## src/rtl/wdog_keyed_pkg.sv

```systemverilog
package wdog_keyed_pkg;

   localparam logic [11:0] CTRL_KEY  = 12'hABC;
   localparam logic [17:0] SETUP_KEY = 18'h00248;
   localparam logic [31:0] KICK_CODE = 32'h0000_1999;

   typedef enum logic [1:0] {
      REG_CTRL  = 2'd0,
      REG_SETUP = 2'd1,
      REG_KICK  = 2'd2,
      REG_STAT  = 2'd3
   } reg_sel_e;

   typedef struct packed {
      logic [1:0] plen;
      logic       irq_on;
      logic       rst_on;
      logic       en;
   } ctrl_t;

   typedef struct packed {
      logic [11:0] field;
      logic [1:0]  dsel;
   } setup_t;

endpackage

```

## src/rtl/wdog_prescale.sv

```systemverilog
module wdog_prescale #(
   parameter int SEL_W = 2,
   parameter int BASE  = 3,
   parameter int STEP  = 3
) (
   input  logic             clk,
   input  logic             rst_n,
   input  logic             run,
   input  logic             clr,
   input  logic [SEL_W-1:0] dsel,
   output logic             tick
);
   localparam int PRE_W = BASE + STEP * ((1 << SEL_W) - 1);

   logic [PRE_W-1:0] pre_q;
   logic [PRE_W-1:0] lim;

   always_comb begin
      lim  = PRE_W'((1 << (BASE + STEP * int'(dsel))) - 1);
      tick = run && (pre_q >= lim);
   end

   always_ff @(posedge clk or negedge rst_n) begin
      if (!rst_n)          pre_q <= '0;
      else if (clr || tick) pre_q <= '0;
      else if (run)        pre_q <= pre_q + 1'b1;
   end

   p_tick_spacing_r6: assert property (@(posedge clk) disable iff (!rst_n)
      tick |=> !tick);
   p_idle_freeze_r10: assert property (@(posedge clk) disable iff (!rst_n)
      (!run && !clr) |=> $stable(pre_q));

endmodule

```

## src/rtl/wdog_counter.sv

```systemverilog
module wdog_counter #(
   parameter int HI_W  = 12,
   parameter int LOW_W = 12
) (
   input  logic            clk,
   input  logic            rst_n,
   input  logic            load,
   input  logic [HI_W-1:0] field,
   input  logic            tick,
   output logic            expire
);
   localparam int CNT_W = HI_W + LOW_W;

   logic [CNT_W-1:0] cnt_q;

   assign expire = tick && !load && (cnt_q == CNT_W'(1));

   always_ff @(posedge clk or negedge rst_n) begin
      if (!rst_n)                     cnt_q <= '0;
      else if (load)                  cnt_q <= {field, {LOW_W{1'b1}}};
      else if (tick && cnt_q != '0)   cnt_q <= cnt_q - 1'b1;
   end

   p_no_wrap_r5: assert property (@(posedge clk) disable iff (!rst_n)
      (cnt_q == '0 && !load) |=> cnt_q == '0);
   p_hold_r10: assert property (@(posedge clk) disable iff (!rst_n)
      (!tick && !load) |=> $stable(cnt_q));

endmodule

```

## src/rtl/wdog_pulse.sv

```systemverilog
module wdog_pulse #(
   parameter int LEN_W = 2
) (
   input  logic             clk,
   input  logic             rst_n,
   input  logic             fire,
   input  logic [LEN_W-1:0] plen,
   output logic             pulse_o
);
   localparam int PC_W = $clog2((2 << ((1 << LEN_W) - 1)) + 1);

   logic [PC_W-1:0] pc_q;

   always_ff @(posedge clk or negedge rst_n) begin
      if (!rst_n)          pc_q <= '0;
      else if (fire)       pc_q <= PC_W'(2 << int'(plen));
      else if (pc_q != '0) pc_q <= pc_q - 1'b1;
   end

   assign pulse_o = (pc_q != '0);

   p_pulse_min_r9: assert property (@(posedge clk) disable iff (!rst_n)
      $rose(pulse_o) |=> pulse_o);

endmodule

```

## src/rtl/wdog_keyed.sv

```systemverilog
module wdog_keyed
   import wdog_keyed_pkg::*;
#(
   parameter int ADDR_W   = 4,
   parameter int DATA_W   = 32,
   parameter int LOW_W    = 12,
   parameter bit READ_REG = 1'b0
) (
   input  logic              clk,
   input  logic              rst_n,
   input  logic              wr_en,
   input  logic              rd_en,
   input  logic [ADDR_W-1:0] addr,
   input  logic [DATA_W-1:0] wdata,
   output logic [DATA_W-1:0] rdata,
   output logic              wdt_rst,
   output logic              wdt_irq
);
   localparam int HI_W = 12;

   if (DATA_W != 32) begin : g_bad_dw
      $error("wdog_keyed: DATA_W must be 32");
   end
   if (ADDR_W < 4) begin : g_bad_aw
      $error("wdog_keyed: ADDR_W must be at least 4");
   end
   if (LOW_W < 1 || LOW_W > 20) begin : g_bad_low
      $error("wdog_keyed: LOW_W out of range");
   end

   reg_sel_e sel;
   ctrl_t    ctrl_q;
   setup_t   setup_q;
   logic     stat_q;
   logic     ctrl_ok, setup_ok, kick_ok, en_rise, load, run, tick, expire;
   logic [DATA_W-1:0] rd_mux;
   logic     unused_addr;

   assign sel         = reg_sel_e'(addr[3:2]);
   assign unused_addr = ^addr;

   assign ctrl_ok  = wr_en && (sel == REG_CTRL)  && (wdata[23:12] == CTRL_KEY);
   assign setup_ok = wr_en && (sel == REG_SETUP) && (wdata[31:14] == SETUP_KEY);
   assign kick_ok  = wr_en && (sel == REG_KICK)  && (wdata == KICK_CODE);
   assign en_rise  = ctrl_ok && wdata[0] && !ctrl_q.en;
   assign load     = kick_ok || en_rise;
   assign run      = ctrl_q.en && !stat_q;

   always_ff @(posedge clk or negedge rst_n) begin
      if (!rst_n) begin
         ctrl_q  <= '0;
         setup_q <= '0;
      end else begin
         if (ctrl_ok)  ctrl_q  <= ctrl_t'({wdata[5:4], wdata[2:0]});
         if (setup_ok) setup_q <= setup_t'(wdata[13:0]);
      end
   end

   always_ff @(posedge clk or negedge rst_n) begin
      if (!rst_n)      stat_q <= 1'b0;
      else if (load)   stat_q <= 1'b0;
      else if (expire) stat_q <= 1'b1;
   end

   wdog_prescale #(.SEL_W(2), .BASE(3), .STEP(3)) u_pre (
      .clk(clk), .rst_n(rst_n), .run(run), .clr(load),
      .dsel(setup_q.dsel), .tick(tick)
   );

   wdog_counter #(.HI_W(HI_W), .LOW_W(LOW_W)) u_cnt (
      .clk(clk), .rst_n(rst_n), .load(load), .field(setup_q.field),
      .tick(tick), .expire(expire)
   );

   wdog_pulse #(.LEN_W(2)) u_pulse (
      .clk(clk), .rst_n(rst_n), .fire(expire && ctrl_q.rst_on),
      .plen(ctrl_q.plen), .pulse_o(wdt_rst)
   );

   assign wdt_irq = stat_q && ctrl_q.irq_on;

   always_comb begin
      rd_mux = '0;
      case (sel)
         REG_CTRL:  rd_mux = DATA_W'({ctrl_q.plen, 1'b0, ctrl_q.irq_on,
                                      ctrl_q.rst_on, ctrl_q.en});
         REG_SETUP: rd_mux = DATA_W'(setup_q);
         REG_STAT:  rd_mux = DATA_W'(stat_q);
         default:   rd_mux = '0;
      endcase
   end

   if (READ_REG) begin : g_rd_reg
      always_ff @(posedge clk or negedge rst_n) begin
         if (!rst_n) rdata <= '0;
         else        rdata <= rd_en ? rd_mux : '0;
      end
   end else begin : g_rd_comb
      assign rdata = rd_en ? rd_mux : '0;
   end

   p_bad_ctrl_key_r1: assert property (@(posedge clk) disable iff (!rst_n)
      (wr_en && sel == REG_CTRL && wdata[23:12] != CTRL_KEY) |=> $stable(ctrl_q));
   p_bad_setup_key_r3: assert property (@(posedge clk) disable iff (!rst_n)
      (wr_en && sel == REG_SETUP && wdata[31:14] != SETUP_KEY) |=> $stable(setup_q));
   p_kick_clears_r4: assert property (@(posedge clk) disable iff (!rst_n)
      kick_ok |=> (!stat_q && !wdt_irq));
   p_status_sticky_r7: assert property (@(posedge clk) disable iff (!rst_n)
      (stat_q && !load) |=> stat_q);
   p_pulse_with_flag_r9: assert property (@(posedge clk) disable iff (!rst_n)
      $rose(wdt_rst) |-> stat_q);

endmodule

```

## config.mk

```make
export PLATFORM = sky130hd
export DESIGN_NAME = wdog_keyed
export DESIGN_NICKNAME = d
export VERILOG_FILES = /design/src/rtl/wdog_keyed_pkg.sv /design/src/rtl/wdog_prescale.sv /design/src/rtl/wdog_counter.sv /design/src/rtl/wdog_pulse.sv /design/src/rtl/wdog_keyed.sv
export SDC_FILE = /design/constraint.sdc
export NUM_CORES = 1
export LEC_CHECK = 0
export ABC_AREA = 1
export BUFFER_PORTS_ARGS = -buffer_cell sky130_fd_sc_hd__buf_2
export CELL_PAD_IN_SITES_DETAIL_PLACEMENT = 0
export CELL_PAD_IN_SITES_GLOBAL_PLACEMENT = 2
export CORE_MARGIN = 5
export CORE_UTILIZATION = 34
export DETAILED_ROUTE_END_ITERATION = 7
export PLACE_DENSITY = 0.94
export SYNTH_ARGS = -nofsm -noshare
export SYNTH_HDL_FRONTEND = slang
export SYNTH_SLANG_ARGS = --single-unit
```

## constraint.sdc

```tcl
create_clock -name clk -period 9.25 [get_ports clk]
set_clock_uncertainty 0.15 [all_clocks]
set_input_delay 0.4625 -clock clk [delete_from_list [all_inputs] [get_ports clk]]
set_output_delay 0.4625 -clock clk [all_outputs]
set_load 0.005 [all_outputs]
```

==> impl_metrics.ini <==
[status]
status = completed

[detailed_routing]
first_iter_violations = 216
ant_nets = 0
wl_per_cell_um = 13.6
dr.pass1.iters = 5
routed_wl_um = 12300
drt-vias-per-instance = 4.81
drc = 0
num_vias = 4343

[timing]
fin_crit_sh_pct = 37.2
rsz0062_at_grt = no
drv_slew = 0
setup_viol = 0
hold_viol = 0
fin_setup_tns_ps = 0
worstMarginPinSlew_ps = 866
slew_headroom_pct = 42.1
period_needed_ps = 3440
fmax_mhz = 290
finalWorstSetupSlack_ps = 5810

[die]
fp.coreArea_sq_mm = 0.0132
fp-row-count = 42
die_w_um = 126
pin_count = 74
fp.dieH_um = 126
start_util_pct = 34.6
die_area_sq_mm = 0.0159

[synth]
yosysSeqAreaShare_pct = 33.3
synth-edff-count = 0
yosysWarnings = 0
synthArstFlopShare_pct = 100
synth_cell_types = 38
synth_area_sq_mm = 0.00459
synthCells = 671
avgSynthCellArea_sq_um = 6.84
ys_ff_latch = 61
ys.flop_type = dfrtp_1

[global_route]
grt_pass1_wl_um = 20300
antenna_found_initial = 0
gr-usage-met2_pct = 24.6
grt_usage_pct = 15.5
top_usage_layer = met2
use_met1_pct = 21.8
grt_max_degree = 62
grtUsageMet3_pct = 2.03
grt_overflow = 0
grt_pass1_vias = 4173

[clocking]
cts_resized = 0
path_clk_slew_ps = 50
max-clock-path-buffers = 2
clock-sinks = 61
post_cts_buffers = 0
postCtsHoldBufs = 0
clockRootBuffer = clkbuf_16
numCtsBuffers = 9
insertion_delay_ps = 340
cts_tree = yes
cts_htree_levels = 3

[layout]
nFillCells = 1458
postLayoutCoreUtil_pct = 39.4
area_growth_syn_to_layout_pct = 13.6
diodes = 0
nets = 783
stdcell_area_sq_mm = 0.00521
drive_gt1_share_pct = 13.2

[power]
p_per_area_mw_per_mm2 = 178
p_leak_uw = 0.00266
ir_drop_v = 0.000106

[worst_setup_path]
reg2reg_from = setup_q[1]
rrSetupSlack_ps = 5810
crit_path_start_kind = flop
cp_max_fo = 25
r2r-end = u_cnt.cnt_q[1]
critPathRequiredTime_ps = 9360
cp-end-kind = flop
crit_arrival_ps = 3560
crit_type = reg2reg
reg2reg_depth = 19

[placed_design]
portBuffers = 53
gp_congestion = 0.891
place_ws_ps = 5790
place_area_sq_mm = 0.00493
place_hpwl_um = 9320

[hold_path]
hp-class = in2async

[job]
maxCapViolCount = 0
## synthesized netlist by cell type (2+ instances only)
| cell type | count | area (sq um) |
|---|---|---|
| a31oi_1 | 3 | 18.8 |
| nand3b_1 | 4 | 30.0 |
| nor2_1 | 94 | 353 |
| nor2_2 | 7 | 43.8 |
| nand3_1 | 94 | 470 |
| inv_1 | 75 | 282 |
| buf_2 | 6 | 30.0 |
| buf_6 | 3 | 33.8 |
| o21ai_1 | 20 | 100 |
| dfrtp_1 | 61 | 1530 |
| xnor2_1 | 6 | 52.6 |
| nor3_1 | 14 | 70.1 |
| nand4_1 | 24 | 150 |
| ha_1 | 20 | 250 |
| nand2_2 | 8 | 50.1 |
| clkbuf_1 | 3 | 11.3 |
| buf_4 | 18 | 135 |
| nand2_1 | 155 | 582 |
| mux2_2 | 2 | 22.5 |
| xor2_1 | 14 | 123 |
| a21oi_1 | 9 | 45.0 |
| o21ai_0 | 9 | 45.0 |
| inv_2 | 6 | 22.5 |
| o22ai_1 | 2 | 12.5 |
## metrics by stage
stage | power, uW | cells | hold WS, ps
after floorplan | 558 | 688 | 16.9
after global placement | 609 | 888 | 353
after detailed placement | 616 | 888 | 369
after CTS | 939 | 903 | 211
after global routing | 991 | 903 | 251
final | 929 | 903 | 155
## how the worst max path moves through the flow
stage                     startpoint        endpoint  slack [ps]
final                     setup_q[1]  u_cnt.cnt_q[1]        5810
after global routing      setup_q[0]  u_cnt.cnt_q[1]        5480
after CTS                 setup_q[0]  u_cnt.cnt_q[1]        5780
after detailed placement  setup_q[1]  u_cnt.cnt_q[1]        5790
after global placement    setup_q[0]  u_cnt.cnt_q[1]        5910
after floorplan           setup_q[0]  u_cnt.cnt_q[9]        6350
## cell type report
| cell class | instances | area (sq um) | area share, % |
|---|---|---|---|
| Clock buffer | 14 | 274 | 5.26 |
| Clock inverter | 1 | 5.00 | 0.0960 |
| Multi-Input combinational cell | 515 | 2600 | 49.9 |
| Inverter | 82 | 313 | 6.00 |
| Timing Repair Buffer | 54 | 273 | 5.23 |
| Tap cell | 176 | 220 | 4.22 |
| Sequential cell | 61 | 1530 | 29.3 |
## sequential cells by signal, summed over array words and instances, names as in the netlist
signal,cells
u_cnt.cnt_q,24
u_pre.pre_q,12
ctrl_q,5
stat_q,1
setup_q,14
u_pulse.pc_q,5
## layer usage
layer	wire, um	share of wire [%]
met1	6190	51
met2	5540	45
met3	385	3.1
met4	143	1.2
met5	0	0
## cells in the final DEF, fill, tap and decap left out, types with 4 or more instances in the layout
cell / n
nor2_2: 7
nor2_1: 94
nand3b_1: 4
xnor2_1: 6
dfrtp_1: 61
buf_2: 53
conb_1: 18
o21ai_1: 20
nand3_1: 94
clkbuf_16: 9
nand4_1: 24
a21oi_1: 9
ha_1: 20
nand2_2: 8
inv_1: 75
nor3_1: 14
o21ai_0: 9
nand2_1: 155
xor2_1: 14
inv_2: 6
## critical path, cell delays in order, from the launching register on
cell     delay, ps
dfrtp_1        450
nand2_1        190
inv_1           80
ha_1           220
o21ai_0        170
nand4_1        200
ha_1           320
ha_1           290
nand2_1         50
nand3_1         80
nand2_1         60
nand2_1         70
nand2_1         60
nand2_2        100
nand2_4         80
nor2_8         350
inv_6          150
nand2_2        170
nand2_1         60
o21ai_1         70
## cells by family after synthesis
kind of cell,synth area share [%]
compound gates,5.48
xor+xnor,3.82
fa+ha+maj,5.46
buf+inv,11.4
flops,33.3
mux,0.491
other cells,0.0818
simple gates,40.0
## where the power goes
| group | leakage (uW) | switching, uW | internal [uW] |
|---|---|---|---|
| clock network | 0.000139 | 117 | 201 |
| logic | 0.00172 | 194 | 87.0 |
| registers | 0.000799 | 32.4 | 297 |
| total | 0.00266 | 344 | 585 |
(Power assumes the default switching activity.)
